--- src/rtl/alu_flag_pkg.sv ---
package alu_flag_pkg;

    typedef enum logic [1:0] {
        OP_ADD = 2'd0,
        OP_AND = 2'd1,
        OP_OR  = 2'd2,
        OP_XOR = 2'd3
    } alu_op_e;

    typedef enum logic [1:0] {
        PICK_C = 2'd0,
        PICK_V = 2'd1,
        PICK_Z = 2'd2,
        PICK_P = 2'd3
    } flag_pick_e;

    typedef struct packed {
        logic carry;
        logic ovf;
        logic zero;
        logic par;
    } flag_s;

    // Operations that must not disturb carry/overflow
    function automatic logic keeps_cv(alu_op_e op);
        return op != OP_ADD;
    endfunction

endpackage

--- src/rtl/alu_core.sv ---
module alu_core
    import alu_flag_pkg::*;
#(
    parameter int W = 16
) (
    input  alu_op_e        op,
    input  logic [W-1:0]   a,
    input  logic [W-1:0]   b,
    output logic [W-1:0]   res,
    output logic           c_out,
    output logic           v_out
);
    localparam int LOW = W - 1;

    // Lower bits summed separately so the carry into the MSB is visible
    logic [LOW:0] low_sum;
    logic [1:0]   top_sum;

    always_comb begin
        low_sum = {1'b0, a[LOW-1:0]} + {1'b0, b[LOW-1:0]};
        top_sum = {1'b0, a[W-1]} + {1'b0, b[W-1]} + {1'b0, low_sum[LOW]};
        c_out   = top_sum[1];
        v_out   = top_sum[1] ^ low_sum[LOW];
        case (op)
            OP_ADD:  res = {top_sum[0], low_sum[LOW-1:0]};
            OP_AND:  res = a & b;
            OP_OR:   res = a | b;
            OP_XOR:  res = a ^ b;
            default: res = '0;
        endcase
    end
endmodule

--- src/rtl/flag_reg.sv ---
module flag_reg
    import alu_flag_pkg::*;
#(
    parameter int W = 16
) (
    input  logic         clk,
    input  logic         rst,
    input  logic         upd,
    input  logic         hold_cv,
    input  logic [W-1:0] res_in,
    input  logic         c_in,
    input  logic         v_in,
    output logic [W-1:0] res_q,
    output flag_s        flags_q
);
    flag_s nxt;

    always_comb begin
        nxt.zero  = ~|res_in;
        nxt.par   = ~^res_in;
        nxt.carry = hold_cv ? flags_q.carry : c_in;
        nxt.ovf   = hold_cv ? flags_q.ovf   : v_in;
    end

    always_ff @(posedge clk) begin
        if (rst) begin
            res_q   <= '0;
            flags_q <= '0;
        end else if (upd) begin
            res_q   <= res_in;
            flags_q <= nxt;
        end
    end
endmodule

--- src/rtl/branch_eval.sv ---
module branch_eval
    import alu_flag_pkg::*;
(
    input  flag_s       flags,
    input  logic [2:0]  sel,
    output logic        taken
);
    logic picked;

    always_comb begin
        case (flag_pick_e'(sel[1:0]))
            PICK_C:  picked = flags.carry;
            PICK_V:  picked = flags.ovf;
            PICK_Z:  picked = flags.zero;
            PICK_P:  picked = flags.par;
            default: picked = 1'b0;
        endcase
        taken = picked ^ sel[2];
    end
endmodule

--- src/rtl/alu_flags_unit.sv ---
module alu_flags_unit
    import alu_flag_pkg::*;
#(
    parameter int W = 16
) (
    input  logic         clk,
    input  logic         rst,
    input  logic         op_valid,
    input  logic [1:0]   op_code,
    input  logic [W-1:0] opnd_a,
    input  logic [W-1:0] opnd_b,
    input  logic [2:0]   cond_sel,
    output logic [W-1:0] result,
    output logic         flag_c,
    output logic         flag_v,
    output logic         flag_z,
    output logic         flag_p,
    output logic         branch_taken
);
    alu_op_e      op;
    logic [W-1:0] core_res;
    logic         core_c;
    logic         core_v;
    flag_s        flags;

    assign op = alu_op_e'(op_code);

    alu_core #(.W(W)) u_core (
        .op    (op),
        .a     (opnd_a),
        .b     (opnd_b),
        .res   (core_res),
        .c_out (core_c),
        .v_out (core_v)
    );

    flag_reg #(.W(W)) u_flags (
        .clk     (clk),
        .rst     (rst),
        .upd     (op_valid),
        .hold_cv (keeps_cv(op)),
        .res_in  (core_res),
        .c_in    (core_c),
        .v_in    (core_v),
        .res_q   (result),
        .flags_q (flags)
    );

    branch_eval u_branch (
        .flags (flags),
        .sel   (cond_sel),
        .taken (branch_taken)
    );

    assign flag_c = flags.carry;
    assign flag_v = flags.ovf;
    assign flag_z = flags.zero;
    assign flag_p = flags.par;
endmodule

--- config.mk ---
export PLATFORM = sky130hd
export DESIGN_NAME = alu_flags_unit
export DESIGN_NICKNAME = d
export VERILOG_FILES = /design/src/rtl/alu_flag_pkg.sv /design/src/rtl/alu_core.sv /design/src/rtl/flag_reg.sv /design/src/rtl/branch_eval.sv /design/src/rtl/alu_flags_unit.sv
export SDC_FILE = /design/constraint.sdc
export NUM_CORES = 1
export LEC_CHECK = 0
export BUFFER_PORTS_ARGS = -buffer_cell sky130_fd_sc_hd__buf_4
export CAP_MARGIN = 20
export CORE_MARGIN = 2
export CORE_UTILIZATION = 25
export CTS_CLUSTER_SIZE = 40
export DETAILED_ROUTE_END_ITERATION = 10
export PLACE_DENSITY = 0.43
export SETUP_SLACK_MARGIN = 0.05
export SLEW_MARGIN = 20
export SYNTH_ARGS = -nofsm -noshare
export SYNTH_HDL_FRONTEND = slang
export SYNTH_SLANG_ARGS = --single-unit
export TNS_END_PERCENT = 1
--- constraint.sdc ---
create_clock -name clk -period 3.2 [get_ports clk]
set_input_delay 0.48 -clock clk [delete_from_list [all_inputs] [get_ports clk]]
set_output_delay 0.48 -clock clk [all_outputs]
set_load 0.02 [all_outputs]
==> out/metrics.yaml, run 1 <==
finalNetCount: 558
clk_path_buf_depth: 2
vias_per_cell: 4.628
synth_warnings: 0
drive_gt1_share_pct: 37.68
power_density_nw_per_um2: 303.6
synth_edf_count: 0
grt_use_met3_pct: 1.175
p_total_mw: 1.185
p_sw_uw: 434.4
reg2reg_slack_ps: 2300
violations: "negative setup slack"
fmax_mhz: 308.5
period_minus_slack_ps: 3242
fillers: 1036
cp.arrival_ps: 3390
cts_hold_buf: 0
p_leak_nw: 1.905
rsz0062_at_grt: "true"
r2r-start: "u_flags.res_q[13]"
finalSetupViolCount: 2
cpPeakStageDelay_ps: 400
min_from: "u_flags.res_q[15]"
hold_path.class: "flop to flop"
cts_tree: "done"
grt_use_total_pct: 14.00
tightestPinTransition_ps: 402.7
grt_max_degree: 30
initial_core_util_pct: 26.03
seqPwrFrac_pct: 24.0
num_antenna_cells: 0
preCtsSetupSlack_ps: -404.0
cts-buffers-inserted: 3
areaGrowthSynthToFinish_pct: 51.95
critical_path.max_fanout: 2
dieWidth_um: 105.3
grt_first_pass_wirelength_um: 12840
clock_skew_ps: 0
die_h_um: 105.3
layout_commonest_cell: "buf_4"
drc: 0
syn_inst: 348
synth_fp_nets: 430
intPower_uw: 750.1
syn_avg_cell_area_um2: 7.378
worst-path-buf-inv: 3
stdcell_area_um2: 3901
final_util_pct: 39.55
finalSetupTns_ps: -61.68
slowest_stage: "fa_1"
wirelength_um: 7767
hold-path-endpoint: "u_flags.res_q[15]"
antenna_found_initial: 0
dpl_cell_area_um2: 3705
core_um2: 9864
endpoint_kind: "flop"
worst_path_most_repeated_cell: "xnor2_1"
clk_pin_slew_ps: 70
hpwl_um: 6272
ys_async_sr_fraction_pct: 0
path_delay_family: "adder cells"
netlist_area_um2: 2567
slew_violations: 0
ant_nets: 0
use_met2_pct: 23.27
swShare_pct: 36.67
ys_seq_area_share_pct: 15.59
crit_chain: "buf_6, clkinvlp_4, ha_4, a211oi_4, nor3_2, or2_1, a31o_2, inv_2, fa_1, o21ai_1, o21ai_1, ha_1, xnor2_1, xnor2_1, xnor2_1, nor2_1, a21oi_1, nor2_1"
critPathRequiredTime_ps: 3350
ir_worst_vdd_mv: 0.2012
grt_util_met1_pct: 19.45
overflow: 0
r2r_end: "u_flags.res_q[13]"
ys.flop_type: "dfxtp_1"
grt-busiest-layer: "met2"
yosysUniqueCellTypes: 55
insertion_delay_ps: 250
io_pins: 61
slew_headroom_pct: 72.87
dr.pass1.iters: 4
htreeDepth: 1
drt-wirelength-per-cell_um: 12.77
r2r_cells: 3
numPortBuffers: 60
drt_iter0_markers: 69
whs_path_depth: 2
post-route-period-util_pct: 101.3
row_count: 36
hold_viol: 0
clock_sinks: 20
drv_cap: 0
dieArea_um2: 11100
num_vias: 2814
ys_ff_latch: 20
final_cell_mix: "buf_4 (138), inv_1 (42), nor2_1 (35)"
setup_ws_ps: -41.57
cts_root_buf: "clkbuf_8"
comb_power_share_pct: 60.0
status: "complete, but fails checks"
grt_pass1_vias: 2665
path_class: "primary input to flop"
pwr-share-clk_pct: 15.9
gp_congestion: 0.7844
start_kind: "primary input"
synth_stat cells, drive strengths merged, types with 2 or more instances:
master	count	share of area, %
inv	47	6.9
ha	40	19
nor2	35	5.1
nand2	30	4.4
a21oi	23	4.6
dfxtp	20	16
o21ai	19	3.9
a211oi	15	4.6
clkbuf	11	1.6
nor3	9	1.8
o211ai	7	2.0
a21o	6	1.8
buf	6	1.2
mux2i	6	2.3
o22ai	6	1.5
xnor2	6	2.0
a31oi	5	1.2
nand3	5	0.97
or2	4	0.97
or3	4	0.97
xor2	4	1.4
a311oi	3	1.0
a31o	3	1.0
mux4	3	2.8
nand2b	3	0.73
nand4	3	0.73
a2111oi	2	0.93
a22oi	2	0.58
fa	2	1.6
nor3b	2	0.58
o21a	2	0.58
metrics by stage:
step                      hold slack [ps]  instances
after floorplan                     534.5        348
after global placement              463.6        595
after detailed placement            466.5        595
after CTS                           473.4        607
after global routing                486.1        608
final                               473.8        608
what timing repair did:
| action | 4_1_cts | 5_1_grt |
|---|---|---|
| setup buffers | 8 | 1 |
| pin swaps | 11 | 1 |
| setup endpoints to repair | 1 | 2 |
| gates resized for setup | 16 | 3 |
worst max-delay path by stage:
stage	endpoint	startpoint	slack, ps	cells after the start
after global routing	u_flags.flags_q[0]	opnd_a[1]	-240	18
after global placement	u_flags.flags_q[0]	opnd_a[4]	-400	18
after detailed placement	u_flags.flags_q[0]	opnd_a[0]	-400	17
after floorplan	u_flags.flags_q[0]	opnd_b[1]	-90	17
final	u_flags.flags_q[0]	opnd_a[1]	-40	18
after CTS	u_flags.flags_q[0]	opnd_a[1]	-40	18
worst min-delay path: stages, from the launching register on:
cell and delay (ps):
dfxtp_1 330, nand2_1 60, a21oi_1 50
area by class of cell:
class | instances | area [um^2] | share of cell area (%)
clock buffers | 4 | 55.05 | 1.411
inverters | 47 | 180.2 | 4.618
multi-input cells | 264 | 2041 | 52.31
flip-flops and latches | 20 | 400.4 | 10.26
well taps | 133 | 166.4 | 4.266
repair buffers | 140 | 1059 | 27.13
power groups by stage:
stage	Clock (mW)	Combinational, mW	Sequential, mW
floorplan	0	0.376	0.315
CTS	0.197	0.712	0.285
global route	0.209	0.791	0.287
finish	0.189	0.711	0.285
global placement	0	0.677	0.290
detailed placement	0	0.680	0.291
metal layers:
metal / vias up / part of all wire (%)
met5: - / 0
met4: 0 / 1.2
met3: 8 / 3.4
met2: 51 / 45
met1: 1273 / 51
li1: 1482 / -
cells by family after synthesis:
group | Yosys count | synth area share (%)
buffers and inverters | 64 | 9.649
muxes | 10 | 5.556
and+or+nand+nor | 98 | 17.06
AOI/OAI and AO/OA | 104 | 27.68
xor gates and xnor gates | 10 | 3.411
adders and majority gates | 42 | 21.05
DFF | 20 | 15.59
sequential cells by signal, indices dropped and copies added, names as in the netlist:
signal           count
u_flags.flags_q      4
u_flags.res_q       16
(Power assumes the default switching activity.)
==> run 2: changes to the inputs <==
==> constraint.sdc (replaced) <==
create_clock -name clk -period 3.2 [get_ports clk]
set_input_delay 0 -clock clk [delete_from_list [all_inputs] [get_ports clk]]
set_output_delay 0 -clock clk [all_outputs]
set_load 0.02 [all_outputs]
==> out/metrics.yaml, run 2 (synthesis gave the netlist of run 1 again) <==
status: "finished, final reports clean"
cts-buffers-inserted: 3
cts_root_buf: "clkbuf_8"
start_kind: "primary input"
ir_worst_vdd_mv: 0.1485
cts_hold_buf: 0
clk_pin_slew_ps: 70
layout_commonest_cell: "buf_4"
p_sw_uw: 409.4
drt-wirelength-per-cell_um: 13.31
slew_violations: 0
slowest_stage: "fa_1"
place_inst: 549
critPathRequiredTime_ps: 3340
num_vias: 2647
clock_sinks: 20
path_delay_family: "adder cells"
largest_reg_flops: 16
seqPwrFrac_pct: 26.5
htreeDepth: 1
pwr-share-clk_pct: 17.5
cts_tree: "done"
clk_path_buf_depth: 2
drv_cap: 0
cpPeakStageDelay_ps: 370
intPower_uw: 665.1
rsz0062_at_grt: "false"
hold_path.class: "primary input to flop"
gp_congestion: 0.8408
areaGrowthSynthToFinish_pct: 31.73
grt_max_degree: 33
reg_top3: "u_flags.res_q (16), u_flags.flags_q (4)"
finalNetCount: 503
final_cell_mix: "buf_4 (85), inv_1 (46), ha_1 (38)"
die_h_um: 105.3
path_class: "primary input to flop"
fmax_mhz: 343.0
slew_headroom_pct: 63.38
cp.arrival_ps: 3050
dr.pass1.iters: 4
endpoint_kind: "flop"
grt_first_pass_wirelength_um: 12870
tightestPinTransition_ps: 546.0
hpwl_um: 6126
critical_path.max_fanout: 7
top_register: "u_flags.res_q"
power_density_nw_per_um2: 317.7
wirelength_um: 7362
antenna_found_initial: 0
drt_iter0_markers: 99
grt_pass1_vias: 2633
num_antenna_cells: 0
io_pins: 61
overflow: 0
comb_power_share_pct: 55.9
post-route-period-util_pct: 91.11
insertion_delay_ps: 250
swShare_pct: 38.11
setup_ws_ps: 284.3
vias_per_cell: 4.787
preCtsSetupSlack_ps: -65.52
whs_ps: 89.09
numPortBuffers: 60
worst-path-buf-inv: 4
final_cells: 553
dieWidth_um: 105.3
initial_core_util_pct: 26.03
post_cts_buffers: 0
finalSetupViolCount: 0
crit_chain: "buf_4, ha_2, inv_1, fa_1, nand2b_1, a21o_1, a31o_2, buf_4, nor3_1, nor3_2, buf_4, ha_1, xnor2_1, xnor2_1, xnor2_1, nor2_1, a21oi_1, nor2_1"
period_minus_slack_ps: 2916
dieArea_um2: 11100
p_leak_nw: 1.631
fillers: 1100
row_count: 36
drive_gt1_share_pct: 25.95
clock_skew_ps: 0
finalSetupTns_ps: 0
drc: 0
ant_nets: 0
grt_use_total_pct: 13.70
hold_viol: 0
core_um2: 9864
run 2: cell count changes in the layout (fill, tap and decap cells not counted), moves of 2 or more:
cell,previous run,this run
buf_6,2,0
ha_1,34,38
buf_4,138,85
inv_2,4,1
a21oi_2,4,1
inv_1,42,46
ha_4,4,0
a21oi_1,19,22
run 2: through the flow:
step | instance area (um^2) | utilization [%] | total power [mW]
6_report | 3382 | 34.28 | 1.075
5_1_grt | 3382 | 34.28 | 1.174
4_1_cts | 3356 | 34.02 | 1.082
3_5_place_dp | 3301 | 33.46 | 0.8907
3_3_place_gp | 3301 | 33.46 | 0.8872
2_1_floorplan | 2567 | - | 0.6809
run 2: worst paths after layout:
path                           from                  to  slack, ps  cells past startpoint
setup / recovery          opnd_a[0]  u_flags.flags_q[0]        280                     18
hold / removal                  rst    u_flags.res_q[3]         90                      2
setup reg to reg  u_flags.res_q[13]   u_flags.res_q[13]       2290                      3
hold reg to reg   u_flags.res_q[15]   u_flags.res_q[15]        470                      2
run 2: layout make-up:
class                   instances  area (um^2)  share of cell area, %
well taps                     133        166.4                  4.920
multi-input cells             264         1946                  57.53
clock buffers                   4        55.05                  1.628
inverters                      47        176.4                  5.216
repair buffers                 85        638.1                  18.87
flip-flops and latches         20        400.4                  11.84
run 2: power by group through the flow:
stage	Clock, mW	Sequential (mW)	Combinational (mW)
detailed placement	0	0.291	0.599
global route	0.211	0.289	0.675
floorplan	0	0.315	0.366
global placement	0	0.291	0.596
finish	0.188	0.285	0.601
CTS	0.195	0.286	0.601
run 2: timing repair:
item                       CTS  global route
hold endpoints to repair     0             0
gates resized for setup      0             8
setup endpoints to repair    0             1
run 2: metal layers:
layer | vias up | track usage, % | part of all wire [%]
li1 | 1374 | - | -
met2 | 62 | 22.49 | 44
met5 | - | 0 | 0
met1 | 1209 | 19.75 | 51
met3 | 2 | 1.113 | 4.2
met4 | 0 | 2.286 | 0.45
==> run 3: changes to the inputs <==
- PLACE_DENSITY: 0.43 -> 0.41
- clock period: 3.2 -> 3.25 ns (I/O delays scaled with it)
==> out/metrics.yaml, run 3 (synthesis gave the netlist of run 1 again) <==
status: "finished, final reports clean"
grt_use_total_pct: 13.57
critPathRequiredTime_ps: 3390
stdcell_area_um2: 3312
antenna_found_initial: 0
hold_path.class: "primary input to flop"
post-route-period-util_pct: 91.45
reg_top3: "u_flags.res_q (16), u_flags.flags_q (4)"
largest_reg_flops: 16
row_count: 36
grt_pass1_vias: 2549
core_um2: 9864
hold_viol: 0
slew_violations: 0
path_class: "primary input to flop"
hpwl_um: 6071
final_cell_mix: "buf_4 (79), inv_1 (46), ha_1 (39)"
finalSetupViolCount: 0
finalNetCount: 497
cp.arrival_ps: 3110
drt-wirelength-per-cell_um: 13.86
ir_worst_vdd_mv: 0.1249
top_register: "u_flags.res_q"
wirelength_um: 7566
insertion_delay_ps: 250
slew_headroom_pct: 64.12
endpoint_kind: "flop"
cts-buffers-inserted: 3
vias_per_cell: 4.844
overflow: 0
finalSetupTns_ps: 0
dieWidth_um: 105.3
drt_iter0_markers: 134
initial_core_util_pct: 26.03
dieArea_um2: 11100
start_kind: "primary input"
power_density_nw_per_um2: 310.3
final_cells: 546
clock_sinks: 20
critical_path.max_fanout: 7
drc: 0
rsz0062_at_grt: "false"
die_h_um: 105.3
p_leak_nw: 1.600
gp_congestion: 0.8363
areaGrowthSynthToFinish_pct: 29.00
p_total_mw: 1.028
clk_path_buf_depth: 2
num_vias: 2645
fmax_mhz: 336.5
clock_skew_ps: 0
htreeDepth: 1
cts_root_buf: "clkbuf_8"
layout_commonest_cell: "buf_4"
tightestPinTransition_ps: 536.2
ant_nets: 0
grt_first_pass_wirelength_um: 12540
cts_hold_buf: 0
dr.pass1.iters: 4
numPortBuffers: 60
period_minus_slack_ps: 2972
clk_pin_slew_ps: 70
grt_max_degree: 33
fillers: 1080
cts_tree: "done"
io_pins: 61
place_inst: 542
dpl_cell_area_um2: 3248
drv_cap: 0
num_antenna_cells: 0
drive_gt1_share_pct: 23.97
-- run 3: changes by cell type in the layout (fill, tap and decap cells not counted) --
cell       previous run  this run
a211oi_2              3         2
xnor2_1               6         5
o2bb2ai_1             0         1
ha_2                  2         1
nor3_2                1         0
buf_4                85        79
nor3_1                8         9
ha_1                 38        39
o2bb2ai_2             1         0
a211oi_1             12        13
xnor2_2               0         1
clkbuf_8              4         3
-- run 3: cell type report --
type,count,area [um^2],share of cell area (%)
multi-input cells,264,1934,58.41
clock buffers,3,41.29,1.247
inverters,47,176.4,5.327
well taps,133,166.4,5.025
repair buffers,79,593.1,17.91
flip-flops and latches,20,400.4,12.09
-- run 3: path summary, 6_finish.rpt --
kind / from / to / slack [ps] / cells past startpoint
setup / recovery: opnd_a[0] / u_flags.flags_q[0] / 280 / 17
hold / removal: rst / u_flags.res_q[3] / 80 / 2
setup reg to reg: u_flags.res_q[13] / u_flags.res_q[13] / 2360 / 3
hold reg to reg: u_flags.res_q[15] / u_flags.res_q[15] / 460 / 2
-- run 3: report_power, final --
part / leakage [nW] / switching, mW / internal [mW]
Sequential: 0.165 / 0.0123 / 0.267
Clock: 0.0216 / 0.0732 / 0.0822
Combinational: 1.41 / 0.318 / 0.275
-- run 3: critical path: stages --
cell,delay [ps]
buf_4,90
ha_1,230
inv_1,80
fa_1,380
nand2b_1,180
a21o_1,260
a211oi_1,260
o211ai_1,130
a222oi_1,360
buf_4,190
ha_1,250
xnor2_2,150
xnor2_1,170
xnor2_1,140
nor2_1,50
a21oi_1,130
nor2_1,50
-- run 3: metal layers --
metal	wire, um	global-route usage (%)	part of all wire, %
met1	3784	19.37	50
met2	3389	22.63	45
met3	328	1.051	4.3
met4	63	2.095	0.83
met5	0	0	0
-- run 3: what timing repair did --
item,in CTS,in global routing
resized for setup,0,5
setup endpoints to repair,0,1
setup buffers,0,1
-- run 3: through the flow --
stage / util, % / hold WS (ps) / worst slack, ps
6_report: 33.57 / 84.23 / 278.0
5_1_grt: 33.57 / 100.9 / 11.00
4_1_cts: 33.35 / 80.35 / 257.6
3_5_place_dp: 32.93 / 287.7 / 15.91
3_3_place_gp: 32.93 / 283.9 / 60.38
2_1_floorplan: - / 128.3 / 271.5
